===== config.mk =====
export PLATFORM = sky130hd
export DESIGN_NAME = lsram_seq
export DESIGN_NICKNAME = d
export VERILOG_FILES = /design/src/rtl/lsram_pkg.sv /design/src/rtl/lsram_dwell_timer.sv /design/src/rtl/lsram_seq_fsm.sv /design/src/rtl/lsram_strobe_gen.sv /design/src/rtl/lsram_rd_capture.sv /design/src/rtl/lsram_seq.sv
export SDC_FILE = /design/constraint.sdc
export NUM_CORES = 1
export LEC_CHECK = 0
export CELL_PAD_IN_SITES_DETAIL_PLACEMENT = 1
export CELL_PAD_IN_SITES_GLOBAL_PLACEMENT = 1
export CORE_MARGIN = 8
export CORE_UTILIZATION = 30
export CTS_CLUSTER_SIZE = 20
export DETAILED_ROUTE_END_ITERATION = 12
export PLACE_DENSITY_LB_ADDON = 0.25
export SLEW_MARGIN = 30
export SYNTH_ARGS = -nofsm -noshare
export SYNTH_HDL_FRONTEND = slang
export SYNTH_SLANG_ARGS = --single-unit

===== constraint.sdc =====
create_clock -name clk -period 1.6 [get_ports clk]
set_input_delay 0.32 -clock clk [delete_from_list [all_inputs] [get_ports clk]]
set_output_delay 0.32 -clock clk [all_outputs]
set_load 0.02 [all_outputs]

===== src/rtl/lsram_pkg.sv =====
package lsram_pkg;

  typedef enum logic [2:0] {
    ST_IDLE        = 3'd0,
    ST_LATCH_ADDR  = 3'd1,
    ST_LATCH_DATA  = 3'd2,
    ST_WRITE_PULSE = 3'd3,
    ST_READ_WAIT   = 3'd4,
    ST_RECOVER     = 3'd5
  } seq_state_t;

  typedef struct packed {
    logic alatch;
    logic dlatch;
    logic ce_n;
    logic we_lo_n;
    logic we_hi_n;
    logic oe_n;
    logic wdrive;
  } strobe_t;

  // Whole cycles covering a duration, at least one.
  function automatic int unsigned cycles_for(input int unsigned dur_ps,
                                             input int unsigned clk_ps);
    int unsigned c;
    c = (dur_ps + clk_ps - 1) / clk_ps;
    return (c == 0) ? 1 : c;
  endfunction

  function automatic int unsigned max2(input int unsigned a, input int unsigned b);
    return (a > b) ? a : b;
  endfunction

  // Pin levels held during each phase.
  function automatic strobe_t decode_strobes(input seq_state_t st,
                                             input logic [1:0] lane_en);
    strobe_t s;
    s = '{alatch: 1'b1, dlatch: 1'b0, ce_n: 1'b1, we_lo_n: 1'b1,
          we_hi_n: 1'b1, oe_n: 1'b1, wdrive: 1'b0};
    case (st)
      ST_LATCH_ADDR: begin
        s.ce_n = 1'b0;
      end
      ST_LATCH_DATA: begin
        s.ce_n   = 1'b0;
        s.alatch = 1'b0;
        s.dlatch = 1'b1;
        s.wdrive = 1'b1;
      end
      ST_WRITE_PULSE: begin
        s.ce_n    = 1'b0;
        s.alatch  = 1'b0;
        s.wdrive  = 1'b1;
        s.we_lo_n = ~lane_en[0];
        s.we_hi_n = ~lane_en[1];
      end
      ST_READ_WAIT: begin
        s.ce_n   = 1'b0;
        s.alatch = 1'b0;
        s.oe_n   = 1'b0;
      end
      default: ;
    endcase
    return s;
  endfunction

endpackage


===== src/rtl/lsram_dwell_timer.sv =====
module lsram_dwell_timer #(
  parameter int unsigned CNT_W = 2
) (
  input  logic             clk,
  input  logic             rst_n,
  input  logic             load,
  input  logic [CNT_W-1:0] load_val,
  output logic             expired
);

  logic [CNT_W-1:0] cnt_q;
  logic [CNT_W-1:0] cnt_d;
  logic             cnt_en;

  always_comb begin
    cnt_en = load || (cnt_q != '0);
    cnt_d  = load ? load_val : (cnt_q - 1'b1);
  end

  always_ff @(posedge clk or negedge rst_n) begin
    if (!rst_n) begin
      cnt_q <= '0;
    end else if (cnt_en) begin
      cnt_q <= cnt_d;
    end
  end

  assign expired = (cnt_q == '0);

endmodule


===== src/rtl/lsram_seq_fsm.sv =====
module lsram_seq_fsm
  import lsram_pkg::*;
#(
  parameter int unsigned CNT_W = 2,
  parameter int unsigned D_ASU = 1,
  parameter int unsigned D_LD  = 1,
  parameter int unsigned D_WP  = 2,
  parameter int unsigned D_ACC = 2,
  parameter int unsigned D_REC = 2
) (
  input  logic             clk,
  input  logic             rst_n,
  input  logic             req_valid,
  input  logic             req_write,
  input  logic             expired,
  output seq_state_t       state_q,
  output seq_state_t       state_d,
  output logic             accept,
  output logic             timer_load,
  output logic [CNT_W-1:0] timer_val,
  output logic             rd_capture
);

  localparam logic [CNT_W-1:0] L_ASU = CNT_W'(D_ASU - 1);
  localparam logic [CNT_W-1:0] L_LD  = CNT_W'(D_LD - 1);
  localparam logic [CNT_W-1:0] L_WP  = CNT_W'(D_WP - 1);
  localparam logic [CNT_W-1:0] L_ACC = CNT_W'(D_ACC - 1);
  localparam logic [CNT_W-1:0] L_REC = CNT_W'(D_REC - 1);

  logic is_write_q;

  assign accept     = req_valid && (state_q == ST_IDLE);
  assign rd_capture = (state_q == ST_READ_WAIT) && expired;

  always_comb begin
    state_d    = state_q;
    timer_load = 1'b0;
    timer_val  = '0;
    case (state_q)
      ST_IDLE: begin
        if (req_valid) begin
          state_d    = ST_LATCH_ADDR;
          timer_load = 1'b1;
          timer_val  = L_ASU;
        end
      end
      ST_LATCH_ADDR: begin
        if (expired) begin
          timer_load = 1'b1;
          if (is_write_q) begin
            state_d   = ST_LATCH_DATA;
            timer_val = L_LD;
          end else begin
            state_d   = ST_READ_WAIT;
            timer_val = L_ACC;
          end
        end
      end
      ST_LATCH_DATA: begin
        if (expired) begin
          state_d    = ST_WRITE_PULSE;
          timer_load = 1'b1;
          timer_val  = L_WP;
        end
      end
      ST_WRITE_PULSE, ST_READ_WAIT: begin
        if (expired) begin
          state_d    = ST_RECOVER;
          timer_load = 1'b1;
          timer_val  = L_REC;
        end
      end
      ST_RECOVER: begin
        if (expired) begin
          state_d = ST_IDLE;
        end
      end
      default: state_d = ST_IDLE;
    endcase
  end

  always_ff @(posedge clk or negedge rst_n) begin
    if (!rst_n) begin
      state_q <= ST_IDLE;
    end else begin
      state_q <= state_d;
    end
  end

  always_ff @(posedge clk or negedge rst_n) begin
    if (!rst_n) begin
      is_write_q <= 1'b0;
    end else if (accept) begin
      is_write_q <= req_write;
    end
  end

endmodule


===== src/rtl/lsram_strobe_gen.sv =====
module lsram_strobe_gen
  import lsram_pkg::*;
(
  input  logic       clk,
  input  logic       rst_n,
  input  seq_state_t state_d,
  input  logic [1:0] lane_en,
  output strobe_t    pins_q
);

  strobe_t pins_d;

  assign pins_d = decode_strobes(state_d, lane_en);

  always_ff @(posedge clk or negedge rst_n) begin
    if (!rst_n) begin
      pins_q <= decode_strobes(ST_IDLE, 2'b00);
    end else begin
      pins_q <= pins_d;
    end
  end

endmodule


===== src/rtl/lsram_rd_capture.sv =====
module lsram_rd_capture #(
  parameter int unsigned DATA_W = 18
) (
  input  logic              clk,
  input  logic              rst_n,
  input  logic              capture,
  input  logic [DATA_W-1:0] mem_rdata,
  output logic              rd_valid,
  output logic [DATA_W-1:0] rd_data
);

  always_ff @(posedge clk or negedge rst_n) begin
    if (!rst_n) begin
      rd_valid <= 1'b0;
    end else begin
      rd_valid <= capture;
    end
  end

  always_ff @(posedge clk or negedge rst_n) begin
    if (!rst_n) begin
      rd_data <= '0;
    end else if (capture) begin
      rd_data <= mem_rdata;
    end
  end

endmodule


===== src/rtl/lsram_seq.sv =====
module lsram_seq
  import lsram_pkg::*;
#(
  parameter int unsigned ADDR_W           = 16,
  parameter int unsigned LANE_W           = 9,
  parameter int unsigned CLK_PS           = 5000,
  parameter int unsigned T_ADDR_SETUP_PS  = 2000,
  parameter int unsigned T_ADDR_HOLD_PS   = 3000,
  parameter int unsigned T_ALATCH_OPEN_PS = 5000,
  parameter int unsigned T_DATA_SETUP_PS  = 2000,
  parameter int unsigned T_DATA_HOLD_PS   = 2000,
  parameter int unsigned T_WR_PULSE_PS    = 9000,
  parameter int unsigned T_CYCLE_PS       = 10000,
  parameter int unsigned T_ACCESS_PS      = 10000
) (
  input  logic                  clk,
  input  logic                  rst_n,
  input  logic                  req_valid,
  output logic                  req_ready,
  input  logic                  req_write,
  input  logic [ADDR_W-1:0]     req_addr,
  input  logic [2*LANE_W-1:0]   req_wdata,
  input  logic [1:0]            req_bmask,
  output logic                  rd_valid,
  output logic [2*LANE_W-1:0]   rd_data,
  output logic [ADDR_W-1:0]     mem_addr,
  output logic [2*LANE_W-1:0]   mem_wdata,
  output logic                  mem_wdrive,
  input  logic [2*LANE_W-1:0]   mem_rdata,
  output logic                  mem_alatch,
  output logic                  mem_dlatch,
  output logic                  mem_ce_n,
  output logic                  mem_we_lo_n,
  output logic                  mem_we_hi_n,
  output logic                  mem_oe_n
);

  localparam int unsigned DATA_W = 2 * LANE_W;

  // cycle counts from picosecond limits
  localparam int unsigned N_ASU = cycles_for(T_ADDR_SETUP_PS, CLK_PS);
  localparam int unsigned N_AH  = cycles_for(T_ADDR_HOLD_PS, CLK_PS);
  localparam int unsigned N_ALO = cycles_for(T_ALATCH_OPEN_PS, CLK_PS);
  localparam int unsigned N_DSU = cycles_for(T_DATA_SETUP_PS, CLK_PS);
  localparam int unsigned N_DH  = cycles_for(T_DATA_HOLD_PS, CLK_PS);
  localparam int unsigned N_WP  = cycles_for(T_WR_PULSE_PS, CLK_PS);
  localparam int unsigned N_CYC = cycles_for(T_CYCLE_PS, CLK_PS);
  localparam int unsigned N_ACC = cycles_for(T_ACCESS_PS, CLK_PS);

  localparam int unsigned D_ASU = N_ASU;
  localparam int unsigned D_LD  = max2(N_AH, N_DSU);
  localparam int unsigned D_WP  = max2(N_WP, N_DH);
  localparam int unsigned D_ACC = N_ACC;
  localparam int unsigned D_REC = max2(N_ALO, N_CYC);
  localparam int unsigned D_MAX = max2(max2(max2(D_ASU, D_LD), max2(D_WP, D_ACC)), D_REC);
  localparam int unsigned CNT_W = (D_MAX < 2) ? 1 : $clog2(D_MAX);

  seq_state_t        state_q;
  seq_state_t        state_d;
  logic              accept;
  logic              timer_load;
  logic [CNT_W-1:0]  timer_val;
  logic              timer_expired;
  logic              rd_capture;
  strobe_t           pins_q;

  logic [ADDR_W-1:0] addr_q;
  logic [DATA_W-1:0] wdata_q;
  logic [1:0]        mask_q;

  lsram_seq_fsm #(
    .CNT_W (CNT_W),
    .D_ASU (D_ASU),
    .D_LD  (D_LD),
    .D_WP  (D_WP),
    .D_ACC (D_ACC),
    .D_REC (D_REC)
  ) u_fsm (
    .clk        (clk),
    .rst_n      (rst_n),
    .req_valid  (req_valid),
    .req_write  (req_write),
    .expired    (timer_expired),
    .state_q    (state_q),
    .state_d    (state_d),
    .accept     (accept),
    .timer_load (timer_load),
    .timer_val  (timer_val),
    .rd_capture (rd_capture)
  );

  lsram_dwell_timer #(
    .CNT_W (CNT_W)
  ) u_timer (
    .clk      (clk),
    .rst_n    (rst_n),
    .load     (timer_load),
    .load_val (timer_val),
    .expired  (timer_expired)
  );

  lsram_strobe_gen u_strobes (
    .clk     (clk),
    .rst_n   (rst_n),
    .state_d (state_d),
    .lane_en (mask_q),
    .pins_q  (pins_q)
  );

  lsram_rd_capture #(
    .DATA_W (DATA_W)
  ) u_rdcap (
    .clk       (clk),
    .rst_n     (rst_n),
    .capture   (rd_capture),
    .mem_rdata (mem_rdata),
    .rd_valid  (rd_valid),
    .rd_data   (rd_data)
  );

  // Request hold registers, loaded only on acceptance.
  always_ff @(posedge clk or negedge rst_n) begin
    if (!rst_n) begin
      addr_q  <= '0;
      wdata_q <= '0;
      mask_q  <= '0;
    end else if (accept) begin
      addr_q  <= req_addr;
      wdata_q <= req_wdata;
      mask_q  <= req_bmask;
    end
  end

  assign req_ready   = (state_q == ST_IDLE);
  assign mem_addr    = addr_q;
  assign mem_wdata   = wdata_q;
  assign mem_wdrive  = pins_q.wdrive;
  assign mem_alatch  = pins_q.alatch;
  assign mem_dlatch  = pins_q.dlatch;
  assign mem_ce_n    = pins_q.ce_n;
  assign mem_we_lo_n = pins_q.we_lo_n;
  assign mem_we_hi_n = pins_q.we_hi_n;
  assign mem_oe_n    = pins_q.oe_n;

endmodule


==> metrics <==
fill count=940; WL/cell=19.1 microns; number of synthesized register bits=67; Hold Vio Cnt, Final=0; largest stage delay on the critical path=0.43 ns; Rel. slew slack=67.3%; status=complete, but fails checks; antenna violations before repair=0; Vias/cell=4.43; Worst EP arrival=1.97 ns; Die W=112 microns; Post-Syn Nets=approximately 230; initial core utilization=between 30% and 40%; CTS tree=built; largest net degree at the start of global routing=68; vias in the first global route=about 2100; design internal power=6.07 mW; register area share after synthesis=60.8%; actual transition at the worst max-transition pin=roughly 0.49 ns; part of the cycle the worst path needs=109%; Power Density=around 2100 mW/mm^2; first-pass iteration count of the detailed router=2; # IOs=roughly 120; number of remaining DRC errors=0; clk_skew=0.00989 ns; Die Y=112 microns; worst skew pair latency=0.34 ns; Final nets=about 370; Synth Cell Area=0.00277 sq mm; GRT Overall Usage=13.0%; share of cells above drive strength 1=between 30% and 40%; CP endpoint kind=register; n_diodes=0; cts bufs inserted=9; unrepaired setup endpoints after global routing=yes; clk sinks=67; Register Area=between 0.0015 and 0.002 sq mm; fmax=around 570 MHz; max-cap viol count=0; routability cong.=0.732; post-route setup slack=-0.147 ns; total number of vias=1900; Seq pwr share=between 30% and 40%; Mean Syn Cell Area=16.4 sq um; clock buffer depth=2; full die area=~0.013 sq mm; Peak VDD IR=0.000771 V; final cell count without fillers=429; Combinational Power Share=between 50% and 60%; switching share of power=35.8%; Leak=2.12 nW; Worst EP required=~1.8 ns; Net Switching=~3.4 mW; final WL=between 8000 and 9000 microns; core footprint=0.00911 sq mm; H-Tree Level Count=3; Critical Path, Cell by Cell=buf_6 > or3b_4 > nor2_8 > buf_12 > clkbuf_16 > mux2_4; Pins Over Slew Limit=0; Worst Hold Class=register to register; Syn. warnings=0; Crit Path Class=register to register; # setup viols final=56; Setup crit start kind=register; placed cells=roughly 400; Post-DP HPWL=5690 microns; post-route ant nets=0; area grow syn2layout=65.3%; Slowest cell on crit path=or3b_4; CP Buf/Inv Count=3; post-synth cell types=26; 1st-iter DRT viols=41; failing checks=setup timing; first-pass GRT wire length=12700 microns; worst-path maximum fanout=5; gr ovfl total=0; clk root buf=clkbuf_8; Std-Cell Rows=35; Clk pwr share=about 15%; # port buffers=around 120; post-placement worst setup slack=-0.201 ns; Reg clk slew, reported paths=0.07 ns; footprint of the multi-input gates=0.00107 sq mm; gate count after technology mapping=about 170; Tmin final=1.75 ns; delay-heaviest family, CP=simple AND/OR/NAND/NOR gates
-- cells in the final DEF (no fill, tap or decap), types with 2 or more instances in the layout --
cell             instances
nor2_1                   2
buf_12                   9
clkdlybuf4s50_1         56
nand2b_1                 2
a21oi_1                  5
a21o_1                   2
clkbuf_1                 3
clkinv_2                 2
dfrtp_1                 61
clkbuf_16                4
inv_1                    2
nor2b_1                  3
nand2_1                  6
dlygate4sd2_1           60
mux2_4                  55
clkbuf_8                10
nor2_8                   2
o21ai_0                  4
buf_4                    5
dfstp_2                  5
buf_6                    4
-- per-layer routing --
| metal | global-route usage, % | wire [microns] | vias to the layer above |
|---|---|---|---|
| li1 | - | - | 878 |
| met1 | 15.3 | 3370 | 960 |
| met2 | 21.6 | 4300 | 53 |
| met3 | 4.51 | 413 | 9 |
| met4 | 4.86 | 119 | 0 |
| met5 | 0 | 0 | - |
-- worst paths after layout --
kind,startpoint,end,slack [ns],depth (start not counted)
min in group asynchronous,rst_n,u_rdcap.rd_data[17],0.56,3
hold / removal,mask_q[0],u_strobes.pins_q[3],0.41,1
hold reg to reg,mask_q[0],u_strobes.pins_q[3],0.41,1
max in group asynchronous,rst_n,u_strobes.pins_q[6],0.73,3
setup reg to reg,u_fsm.state_q[1],u_rdcap.rd_data[8],-0.15,6
setup / recovery,u_fsm.state_q[1],u_rdcap.rd_data[8],-0.15,6
-- Yosys cell counts --
master     instances  area share [%]
o21ai_0            4            0.72
or3_4              1            0.41
clkbuf_1           3            0.41
nand2b_1           2            0.45
buf_12             3             2.2
a2bb2oi_1          1            0.32
nor4_1             1            0.23
nand2_1            6            0.81
mux2_4            30              16
dfrtp_1           62              56
mux2_2            25              10
nor2b_1            3            0.68
inv_1              3            0.41
mux2_1             1            0.41
a21o_1             2            0.54
or3_1              1            0.23
buf_6              2            0.81
a21oi_1            5            0.90
nor2_1             2            0.27
dfstp_2            5             4.7
nor3_1             1            0.18
or3b_4             1            0.41
nor2_8             2             1.4
o311a_1            1            0.36
o221ai_1           1            0.32
a31o_2             1            0.32
-- cell type report --
class / count / area share, %
clock inverters: 3 / 0.875
multi-input cells: 91 / 23.5
clock buffers: 13 / 3.25
flip-flops and latches: 67 / 36.8
well taps: 111 / 3.03
inverters: 3 / 0.246
repair buffers: 141 / 32.3
-- state kept, by name (all words and copies together), names as in the netlist, 2 cells and up --
signal and flops:
mem_wdata 18, u_strobes.pins_q 7, u_fsm.state_q 3, mem_addr 16, u_rdcap.rd_data 18, mask_q 2
-- power groups by stage --
stage	clock network [mW]	registers (mW)	logic [mW]
floorplan	0	3.93	1.97
global placement	0	3.03	5.03
detailed placement	0	3.07	5.09
CTS	1.43	3.04	4.94
global route	1.51	3.14	5.35
finish	1.38	3.04	5.04
-- what timing repair did --
| item | in CTS | in global routing |
|---|---|---|
| hold endpoints to repair | 0 | 2 |
| pin swaps | 2 | 1 |
| setup buffers | 5 | 1 |
| endpoints found under the setup margin | 114 | 56 |
| resized for setup | 86 | 3 |
| hold buffers | 0 | 1 |
| cloned | 1 | 4 |
-- cells by family (layout without fill, tap and decap cells) --
kind of cell	count (synthesis)	in the layout	share of synthesized area, %
flops	67	67	60.8
compound gates	15	15	3.48
simple gates	20	20	5.11
mux	56	56	26.8
buf+inv	11	160	3.80
-- stage by stage --
step | area [sq um] | total power [mW] | hold slack [ns] | util [%] | setup TNS [ns]
2_1_floorplan | 2810 | 5.89 | 0.0244 | - | -2.89
3_3_place_gp | 4190 | 8.06 | 0.370 | 46.0 | -6.51
3_5_place_dp | 4190 | 8.17 | 0.374 | 46.0 | -7.97
4_1_cts | 4470 | 9.41 | 0.000959 | 49.0 | -4.03
5_1_grt | 4580 | 9.99 | 0.427 | 50.2 | -5.75
6_report | 4580 | 9.46 | 0.405 | 50.2 | -3.96
-- worst reg2reg max path, stage by stage, from the launching register on --
cell and delay (ns):
dfrtp_1 0.39, buf_6 0.13, or3b_4 0.43, nor2_8 0.13, buf_12 0.13, clkbuf_16 0.14, mux2_4 0.29
No activity file was read; power rests on OpenSTA's default activity.
